`src/rtl/pretrig_seq_pkg.sv`:
```
// Package: default dimensions shared by the sequencer modules.
// Assumes: the top exposes these as its parameter defaults.
package pretrig_seq_pkg;
    localparam int unsigned SEQ_SLOTS = 8;   // number of pre-trigger slots
    localparam int unsigned SEQ_CNT_W = 16;  // delay counter width
    localparam int unsigned SEQ_CH_W  = 5;   // converter channel select width
endpackage

```
`src/rtl/pretrig_timebase.sv`:
```
// Module: tick counter of the sequencer.
// A trigger clears the counter and marks the sequence running. While running,
// the counter increments and saturates at its maximum. The sequence stops once
// no slot is left pending. Assumes more_i is valid in every running cycle.
module pretrig_timebase #(
    parameter int unsigned CNT_W = 16
) (
    input  logic             clk,
    input  logic             rst_n,
    input  logic             trig_i,
    input  logic             more_i,
    output logic [CNT_W-1:0] cnt_o,
    output logic             run_o
);
    localparam logic [CNT_W-1:0] CNT_MAX = {CNT_W{1'b1}};

    // Restart on trigger, otherwise count with saturation while running.
    always_ff @(posedge clk) begin
        if (!rst_n) begin
            cnt_o <= '0;
            run_o <= 1'b0;
        end else if (trig_i) begin
            cnt_o <= '0;
            run_o <= 1'b1;
        end else if (run_o) begin
            run_o <= more_i;
            if (cnt_o != CNT_MAX) cnt_o <= cnt_o + 1'b1;
        end
    end

    AST_TRIG_RESTARTS: assert property (@(posedge clk) disable iff (!rst_n)
        trig_i |=> (cnt_o == '0 && run_o));
endmodule

```
`src/rtl/pretrig_slot_table.sv`:
```
// Module: shadowed slot table and due-slot arbiter.
// On a trigger it captures delays and channels, and loads the pending set
// from the enables. Each evaluation cycle it selects the lowest-index pending
// slot whose delay has been reached and removes it from the pending set.
// Assumes: eval_i is low in trigger cycles.
module pretrig_slot_table #(
    parameter int unsigned SLOTS = 8,
    parameter int unsigned CNT_W = 16,
    parameter int unsigned CH_W  = 5
) (
    input  logic                   clk,
    input  logic                   rst_n,
    input  logic                   trig_i,
    input  logic                   eval_i,
    input  logic [SLOTS-1:0]       en_i,
    input  logic [SLOTS*CNT_W-1:0] dly_i,
    input  logic [SLOTS*CH_W-1:0]  chan_i,
    input  logic [CNT_W-1:0]       cnt_i,
    output logic                   pick_vld_o,
    output logic [CH_W-1:0]        pick_chan_o,
    output logic                   more_o
);
    localparam logic [SLOTS-1:0] ONE = {{(SLOTS-1){1'b0}}, 1'b1};

    logic [CNT_W-1:0] dly_sh  [SLOTS];
    logic [CH_W-1:0]  chan_sh [SLOTS];
    logic [SLOTS-1:0] pend_q;
    logic [SLOTS-1:0] due;
    logic [SLOTS-1:0] pick;

    // Capture the programmed table into the shadow copy at each trigger.
    always_ff @(posedge clk) begin
        if (!rst_n) begin
            for (int i = 0; i < SLOTS; i++) begin
                dly_sh[i]  <= '0;
                chan_sh[i] <= '0;
            end
        end else if (trig_i) begin
            for (int i = 0; i < SLOTS; i++) begin
                dly_sh[i]  <= dly_i[i*CNT_W +: CNT_W];
                chan_sh[i] <= chan_i[i*CH_W +: CH_W];
            end
        end
    end

    // Compare each pending slot against the tick counter.
    for (genvar g = 0; g < SLOTS; g++) begin : g_due
        assign due[g] = pend_q[g] & (cnt_i >= dly_sh[g]);
    end

    // Select the lowest-index due slot (isolate its lowest set bit).
    assign pick = eval_i ? (due & (~due + ONE)) : '0;

    // Channel mux for the one-hot selection.
    always_comb begin
        pick_chan_o = '0;
        for (int i = 0; i < SLOTS; i++) begin
            if (pick[i]) pick_chan_o = pick_chan_o | chan_sh[i];
        end
    end

    assign pick_vld_o = |pick;
    assign more_o     = |(pend_q & ~pick);

    // Arm the enabled slots on trigger, retire each slot once it is taken.
    always_ff @(posedge clk) begin
        if (!rst_n)      pend_q <= '0;
        else if (trig_i) pend_q <= en_i;
        else             pend_q <= pend_q & ~pick;
    end

    AST_PICK_ONEHOT: assert property (@(posedge clk) disable iff (!rst_n)
        $onehot0(pick));
    AST_RETIRED_STAYS_OUT: assert property (@(posedge clk) disable iff (!rst_n)
        (!trig_i && pick_vld_o) |=> $countones(pend_q) < $countones($past(pend_q)));
endmodule

```
`src/rtl/pretrig_lock_ctl.sv`:
```
// Module: conversion lock and output stage.
// A selected slot starts a conversion when the lock is free or is released by
// conv_done_i in the same cycle. Otherwise it is reported as a sequence error.
// A start sets the lock, and only conv_done_i clears it. Outputs are registered.
module pretrig_lock_ctl #(
    parameter int unsigned CH_W = 5
) (
    input  logic            clk,
    input  logic            rst_n,
    input  logic            pick_vld_i,
    input  logic [CH_W-1:0] pick_chan_i,
    input  logic            conv_done_i,
    output logic            conv_start_o,
    output logic [CH_W-1:0] conv_chan_o,
    output logic            seq_err_o
);
    logic lock_q;
    logic fire;
    logic clash;

    assign fire  = pick_vld_i & (~lock_q | conv_done_i);
    assign clash = pick_vld_i & lock_q & ~conv_done_i;

    // Register start, channel and error; maintain the lock.
    always_ff @(posedge clk) begin
        if (!rst_n) begin
            conv_start_o <= 1'b0;
            conv_chan_o  <= '0;
            seq_err_o    <= 1'b0;
            lock_q       <= 1'b0;
        end else begin
            conv_start_o <= fire;
            seq_err_o    <= clash;
            if (fire) conv_chan_o <= pick_chan_i;
            lock_q <= fire | (lock_q & ~conv_done_i);
        end
    end

    AST_LOCK_BLOCKS_START: assert property (@(posedge clk) disable iff (!rst_n)
        (lock_q && !conv_done_i) |=> !conv_start_o);
    AST_ERR_NEEDS_LOCK: assert property (@(posedge clk) disable iff (!rst_n)
        seq_err_o |-> $past(lock_q && !conv_done_i));
    AST_START_SETS_LOCK: assert property (@(posedge clk) disable iff (!rst_n)
        conv_start_o |-> lock_q);
endmodule

```
`src/rtl/pretrig_seq.sv`:
```
// Module: top of the pre-trigger delay sequencer.
// It ties the tick counter, the shadowed slot table and the lock controller
// together. Slots are evaluated only while running and never in a trigger
// cycle, so a trigger always wins over a due slot.
module pretrig_seq
    import pretrig_seq_pkg::*;
#(
    parameter int unsigned SLOTS = SEQ_SLOTS,
    parameter int unsigned CNT_W = SEQ_CNT_W,
    parameter int unsigned CH_W  = SEQ_CH_W
) (
    input  logic                   clk,
    input  logic                   rst_n,
    input  logic                   trig_i,
    input  logic [SLOTS-1:0]       slot_en_i,
    input  logic [SLOTS*CNT_W-1:0] slot_dly_i,
    input  logic [SLOTS*CH_W-1:0]  slot_chan_i,
    input  logic                   conv_done_i,
    output logic                   conv_start_o,
    output logic [CH_W-1:0]        conv_chan_o,
    output logic                   seq_err_o
);
    logic [CNT_W-1:0] cnt;
    logic             run;
    logic             more;
    logic             eval;
    logic             pick_vld;
    logic [CH_W-1:0]  pick_chan;

    assign eval = run & ~trig_i;

    pretrig_timebase #(.CNT_W(CNT_W)) u_tb (
        .clk    (clk),
        .rst_n  (rst_n),
        .trig_i (trig_i),
        .more_i (more),
        .cnt_o  (cnt),
        .run_o  (run)
    );

    pretrig_slot_table #(.SLOTS(SLOTS), .CNT_W(CNT_W), .CH_W(CH_W)) u_tab (
        .clk         (clk),
        .rst_n       (rst_n),
        .trig_i      (trig_i),
        .eval_i      (eval),
        .en_i        (slot_en_i),
        .dly_i       (slot_dly_i),
        .chan_i      (slot_chan_i),
        .cnt_i       (cnt),
        .pick_vld_o  (pick_vld),
        .pick_chan_o (pick_chan),
        .more_o      (more)
    );

    pretrig_lock_ctl #(.CH_W(CH_W)) u_lock (
        .clk          (clk),
        .rst_n        (rst_n),
        .pick_vld_i   (pick_vld),
        .pick_chan_i  (pick_chan),
        .conv_done_i  (conv_done_i),
        .conv_start_o (conv_start_o),
        .conv_chan_o  (conv_chan_o),
        .seq_err_o    (seq_err_o)
    );

    AST_START_NEEDS_RUN: assert property (@(posedge clk) disable iff (!rst_n)
        conv_start_o |-> $past(run));
    AST_START_ERR_EXCL: assert property (@(posedge clk) disable iff (!rst_n)
        !(conv_start_o && seq_err_o));
    AST_IDLE_QUIET: assert property (@(posedge clk) disable iff (!rst_n)
        (!run && !trig_i) |=> (!conv_start_o && !seq_err_o));
endmodule

```
`config.mk`:
```
export PLATFORM = sky130hd
export DESIGN_NAME = pretrig_seq
export DESIGN_NICKNAME = d
export VERILOG_FILES = /design/src/rtl/pretrig_seq_pkg.sv /design/src/rtl/pretrig_timebase.sv /design/src/rtl/pretrig_slot_table.sv /design/src/rtl/pretrig_lock_ctl.sv /design/src/rtl/pretrig_seq.sv
export SDC_FILE = /design/constraint.sdc
export NUM_CORES = 1
export LEC_CHECK = 0
export BUFFER_PORTS_ARGS = -buffer_cell sky130_fd_sc_hd__buf_4
export CORE_MARGIN = 3
export CORE_UTILIZATION = 45
export CTS_CLUSTER_DIAMETER = 100
export DETAILED_ROUTE_END_ITERATION = 7
export PLACE_DENSITY_LB_ADDON = 0.12
export SLEW_MARGIN = 30
export SYNTH_ARGS = -nofsm -noshare
export SYNTH_HDL_FRONTEND = slang
export SYNTH_SLANG_ARGS = --single-unit
```
`constraint.sdc`:
```
create_clock -name clk -period 5.6 [get_ports clk]
set_clock_uncertainty 0.2 [all_clocks]
set_input_delay 0.28 -clock clk [delete_from_list [all_inputs] [get_ports clk]]
set_output_delay 0.28 -clock clk [all_outputs]
set_load 0.02 [all_outputs]
```
[Word-level counts from Yosys, hierarchy flattened]
Memory sizes are Yosys's and may differ from the RTL's.
Index checks and enable logic that the tools add are counted.
Word-level totals
  word-level logic and storage cells: 102
  memory bits (writable): 168
  memories kept: 2
  bits in registers: 33
  output and inout bits: 7
  bits of input ports: 180
Memory list
  u_tab.dly_sh: words 8, bits a word 16, read ports 8, clocked after Yosys merged registers in 0, write ports 8, RTL line pretrig_slot_table.sv:25  | logic [CNT_W-1:0] dly_sh [SLOTS];
  u_tab.chan_sh: words 8, bits a word 5, read ports 8, clocked after Yosys merged registers in 0, write ports 8, RTL line pretrig_slot_table.sv:26  | logic [CH_W-1:0] chan_sh [SLOTS];
Cells by class
  reductions and logical operators: 4
  order comparisons: 8
  muxes and demuxes: 32
  add/sub/neg operators: 2
  equality and inequality tests: 1
  bitwise gates (word level): 46
Operator list (number)
  $ge 16x16->1: 8
  $mux 16: 8
  $mux 5: 16
  $or 5x5->5: 7
  $or 1x1->1: 18
  $add 16x1->16 const B: 1
  $and 8x8->8: 2
  $mux 8: 2
  $ne 16x16->1 const B: 1
  $not 8->8: 2
  $reduce_or 8->1: 2
  $and 1x1->1: 13
  $add 8x1->8 const B: 1
  $mux 1: 6
  $not 1->1: 4
  $reduce_and 2->1: 1
  $reduce_or 2->1: 1

[Logic depth before layout (Yosys ltp)]
  depth in word-level cells: 21
  depth in mapped cells: 12
  gate-level depth less buffers: 11

[Cells and area by module]
A second synthesis with hierarchy kept.
Unflattened totals
  cell total of the unflattened synthesis: 1041
  area, all modules: 11310.8 um2
By module, submodules not included
  pretrig_slot_table: area each 10143.5 um2, instances 1, sequential area each 5205.0 um2, cells an instance 910
  pretrig_timebase: area each 863.3 um2, instances 1, sequential area each 340.3 um2, cells an instance 98
  pretrig_lock_ctl: area each 290.3 um2, instances 1, sequential area each 160.2 um2, cells an instance 32
  pretrig_seq: area each 13.8 um2, instances 1, sequential area each 0.0 um2, cells an instance 1

[Least setup slack after synthesis]
Ideal clock, no wire load.
  path kind: input to register
  from: in trig_i
  to: mem u_tab.chan_sh[0][0] (enable)
  setup time: 599 ps
  buffers on the path: 1
  setup slack: -352 ps
  stages: 3
  required time: 4801 ps
  arrival time: 5153 ps
  path through: inv_1 nand2_1 clkbuf_1
RTL lines
  start, declared: RTL line pretrig_seq.sv:14  | input logic trig_i,
  end, declared: RTL line pretrig_slot_table.sv:26

[Worst setup path in the final report]
  from: reg u_tb.cnt_o[7]
  to: reg u_tb.run_o
Between the ends
  word-level cells in the longest chain between the ends: 11
  elaborated cells on any way between the ends: 25
  classes of those cells: 1 x add/sub; 8 x order compare; 3 x mux; 12 x bitwise; 1 x reduce/logical
Ends and longest elaborated chain
  start, declared: RTL line pretrig_timebase.sv:12  | output logic [CNT_W-1:0] cnt_o,
  start signal, assigned: RTL line pretrig_timebase.sv:27  | if (cnt_o != CNT_MAX) cnt_o <= cnt_o + 1'b1;
  $ge 16x16->1: RTL line pretrig_slot_table.sv:48  | assign due[g] = pend_q[g] & (cnt_i >= dly_sh[g]);
  $and 1x1->1: RTL line pretrig_slot_table.sv:48
  $not 8->8: RTL line pretrig_slot_table.sv:52  | assign pick = eval_i ? (due & (~due + ONE)) : '0;
  $add 8x1->8: RTL line pretrig_slot_table.sv:52
  $and 8x8->8 (*): RTL line pretrig_slot_table.sv:52
  $mux 8 (*): RTL line pretrig_slot_table.sv:52
  $not 8->8 (*): RTL line pretrig_slot_table.sv:63  | assign more_o = |(pend_q & ~pick);
  $and 8x8->8 (*): RTL line pretrig_slot_table.sv:63
  $reduce_or 8->1 (*): RTL line pretrig_slot_table.sv:63
  $mux 1 (*): RTL line pretrig_timebase.sv:25  | end else if (run_o) begin
  $mux 1 (*): RTL line pretrig_timebase.sv:22  | end else if (trig_i) begin
  end signal, assigned: RTL line pretrig_timebase.sv:26  | run_o <= more_i;
  end, declared: RTL line pretrig_timebase.sv:13  | output logic run_o
Every way passes the cells marked *; elsewhere a longest branch is shown, timed or not.
A chain may end at the register's enable or synchronous reset.

==> metrics.json <==
{
  "timing": {
    "setup_viol": 0,
    "rsz_0062_raised_after_global_routing": "no",
    "fin_tns_setup_ns": 0,
    "finalCritPeriodShare": 0.711,
    "worst_pin_slew_ns": 0.898,
    "timing.hold.ws_ns": 0.0539,
    "achievable-frequency_mhz": 251,
    "timing.slew.headroom": 0.396,
    "finalWorstPathRequiredPeriod_ns": 3.98,
    "final_hold_viol_count": 0,
    "layout_setup_ws_ns": 1.62,
    "timing_max_transition_violations_final": 0
  },
  "pwr": {
    "fin_total_pwr_mw": 3.75,
    "pwr-share-comb": 0.126,
    "clkPwrFrac": 0.399,
    "p_leak_nw": 7.25,
    "seqPwrFrac": 0.475,
    "internal_power_mw": 2.91,
    "power.share.switching": 0.224,
    "p_per_area_mw_per_mm2": 244,
    "netSwitchingPower_uw": 840,
    "worst_ir_drop_vdd_mv": 0.176
  },
  "floorplanning": {
    "die_x_um": 163,
    "die_y_um": 163,
    "core_area_mm2": 0.0239,
    "die_area_mm2": 0.0267,
    "ioPinCount": 187,
    "fp-row-count": 56,
    "starting_utilization_of_the_core_area": 0.466
  },
  "finish": {
    "flow.area_growth_from_synthesis_pct": 37.8,
    "antenna-diode-count": 0,
    "count_of_nets_after_finishing": 1677,
    "drive_above_1_share": 0.168,
    "final.fill_count": 1896,
    "fin_cells": 1703,
    "utilization": 0.642,
    "layout.cell_area.non_filler_mm2": 0.0153
  },
  "worst_setup_path": {
    "critical-path-slowest-cell": "dfxtp_1",
    "critPathRequiredTime_ns": 5.80,
    "worst_path_dominant_cell_family": "compound AO/OA/AOI/OAI gates",
    "cp-start-kind": "flip-flop",
    "worstPathCellList": "ha_1, and3_1, a221o_1, a221oi_2, nand3_1, a311oi_4, and4bb_4, nand2b_1, o21ai_1, o221a_1",
    "timing.critical_path.slowest_cell_delay_ns": 0.81,
    "end_kind": "flip-flop",
    "cp.arrival_ns": 4.18,
    "worst_path_buf_inv": 0,
    "largest_fanout_on_the_critical_path": 18,
    "setup.worst_path.class": "reg -> reg"
  },
  "hold_path": {
    "worst_hold_path_type": "in -> reg"
  },
  "logic_synthesis": {
    "area_of_the_mapped_netlist_mm2": 0.0111,
    "fraction_of_registers_with_async_set_or_reset_after_synthesis": 0,
    "synth_edf_count": 168,
    "yosysWarningCount": 0,
    "ys_top_cells_by_area": "edfxtp_1 (45%), ha_1 (14%), and3_1 (7.6%)",
    "synth_area_per_cell_um2": 11.0,
    "seq_area_frac_synth": 0.513,
    "synth_ff_type": "edfxtp_1",
    "yosysTopAreaCell": "edfxtp_1",
    "synthesis.nets": 1325,
    "synth-seq-cells": 201,
    "synth_cells": 1016,
    "synth.top_cell.area_share": 0.453,
    "synth.distinct_cells": 59
  },
  "placement": {
    "finalWeightedCongestion": 0.861,
    "io_buffers": 186,
    "place.detailed.hpwl_mm": 20.0,
    "placed_cells": 1487,
    "place_worst_setup_slack_ns": 1.67,
    "placement.cell_area_mm2": 0.0128
  },
  "run_status": {
    "run_status": "complete, no violations"
  },
  "routing": {
    "remaining_drc_errors": 0,
    "totalWireLength_mm": 30.2,
    "post_drt_antenna_nets": 0,
    "route.vias.total": 8914,
    "detail_route.wl_per_cell_um": 17.7,
    "viasPerCell": 5.23,
    "first_iter_violations": 581,
    "drtPass1Iterations": 6
  },
  "job": {
    "cap_viol_max_count": 0
  },
  "global_route": {
    "first_global_vias": 9043,
    "grt_max_degree": 138,
    "antenna_found_initial": 0,
    "overflow": 0,
    "wire_length_of_the_first_global_routing_pass_mm": 46.8,
    "track_usage": 0.225
  },
  "clock_network": {
    "clock-sinks": 201,
    "clk_pin_slew_ns": 0.06,
    "ctsRootBufferMaster": "clkbuf_16",
    "worstSkewPairLatency_ns": 0.51,
    "cts_htree_levels": 1,
    "tritoncts_buffer_count": 22,
    "cts-root-to-sink-buffers": 3,
    "tritoncts": "yes"
  }
}
## timing repair
item                                   CTS  global route
hold buffers                           176             0
setup buffers                            0             0
gates resized for setup                  0             0
endpoints found under the hold margin  177             0
## worst reg2reg max path: cells and delay by family, from the launching register on
kind                     cells  cell delay [ns]
flip-flops                   1             0.81
adder cells (fa/ha/maj)      1             0.38
AO/OA/AOI/OAI                5             1.63
AND/OR/NAND/NOR              4             0.85
## registers in the layout, summed over array words and instances (netlist names)
| register | cells |
|---|---|
| u_lock.seq_err_o | 1 |
| u_tb.run_o | 1 |
| u_tab.dly_sh | 128 |
| u_tb.cnt_o | 16 |
| u_tab.pend_q | 8 |
| u_tab.chan_sh | 40 |
| u_lock.conv_start_o | 1 |
| u_lock.lock_q | 1 |
| u_lock.conv_chan_o | 5 |
## layout make-up
| type | count | area [um2] | share of cell area |
|---|---|---|---|
| repair buffers | 367 | 3200 | 0.209 |
| flip-flops and latches | 201 | 5710 | 0.372 |
| multi-input cells | 642 | 4790 | 0.312 |
| clock inverters | 12 | 169 | 0.0110 |
| inverters | 134 | 503 | 0.0328 |
| clock buffers | 28 | 573 | 0.0374 |
| well taps | 319 | 399 | 0.0260 |
## final timing paths
check | startpoint | endpoint | slack, ns | cells after the start
hold / removal | slot_chan_i[29] | u_tab.chan_sh[1][9] | 0.05 | 2
setup / recovery | u_tb.cnt_o[7] | u_tb.run_o | 1.62 | 10
hold reg to reg | u_tab.pend_q[0] | u_tab.pend_q[0] | 0.33 | 2
setup reg to reg | u_tb.cnt_o[7] | u_tb.run_o | 1.62 | 10
## cells in the final DEF (no fill, tap or decap), drive strengths merged, types with 2 or more instances in the layout
cell type,Yosys,final
a2111oi,3,3
a211o,2,2
a211oi,3,3
a21o,21,21
a21oi,41,41
a221o,4,4
a221oi,9,9
a222oi,5,5
a31oi,9,9
and2,48,48
and3,135,135
and4,2,2
buf,2,191
bufinv,0,4
clkbuf,37,28
clkinv,0,7
dfxtp,33,33
dlygate4sd3,0,176
edfxtp,168,168
ha,129,129
inv,134,134
mux2i,2,2
nand2,36,36
nand2b,9,9
nand3,25,25
nand4,29,29
nor2,36,36
nor2b,8,8
nor3,4,4
nor3b,2,2
o211a,2,2
o21a,4,4
o21ai,30,30
o31ai,4,4
or2,2,2
or3,4,4
or4,3,3
xnor2,5,5
xor2,7,7
## routing by layer
metal	GRT usage	vias to the layer above	wire [um]
met1	0.307	4182	13600
met5	0	-	0
li1	-	4407	-
met3	0.0299	60	1490
met2	0.375	265	14200
met4	0.0665	0	910
## Yosys cell counts (5+ instances only)
cell      number
a21o_1        21
a21oi_1       41
a221oi_1       8
a222oi_1       5
a31oi_1        8
and2_1        48
and3_1       135
clkbuf_1      37
dfxtp_1       33
edfxtp_1     168
ha_1         129
inv_1        134
nand2_1       36
nand2b_1       9
nand3_1       25
nand4_1       29
nor2_1        36
nor2b_1        8
o21ai_0       29
xnor2_1        5
xor2_1         7
## cell families (layout without fill, tap and decap cells)
group / count (synthesis) / in the layout / synth area share
buffers and inverters: 173 / 541 / 0.0584
AOI/OAI and AO/OA: 151 / 151 / 0.0931
muxes: 2 / 2 / 0.00180
and+or+nand+nor: 348 / 348 / 0.180
xor gates and xnor gates: 12 / 12 / 0.00944
adders and majority gates: 129 / 129 / 0.145
DFF: 201 / 201 / 0.513
## power groups by stage
stage          clock (mW)  sequential [mW]  combinational [mW]
2_1_floorplan           0             1.80               0.207
3_3_place_gp            0             1.81               0.367
3_5_place_dp            0             1.81               0.371
4_1_cts              1.52             1.78               0.470
5_1_grt              1.57             1.79               0.529
6_report             1.50             1.78               0.472
Power figures use the tool's default switching activity.
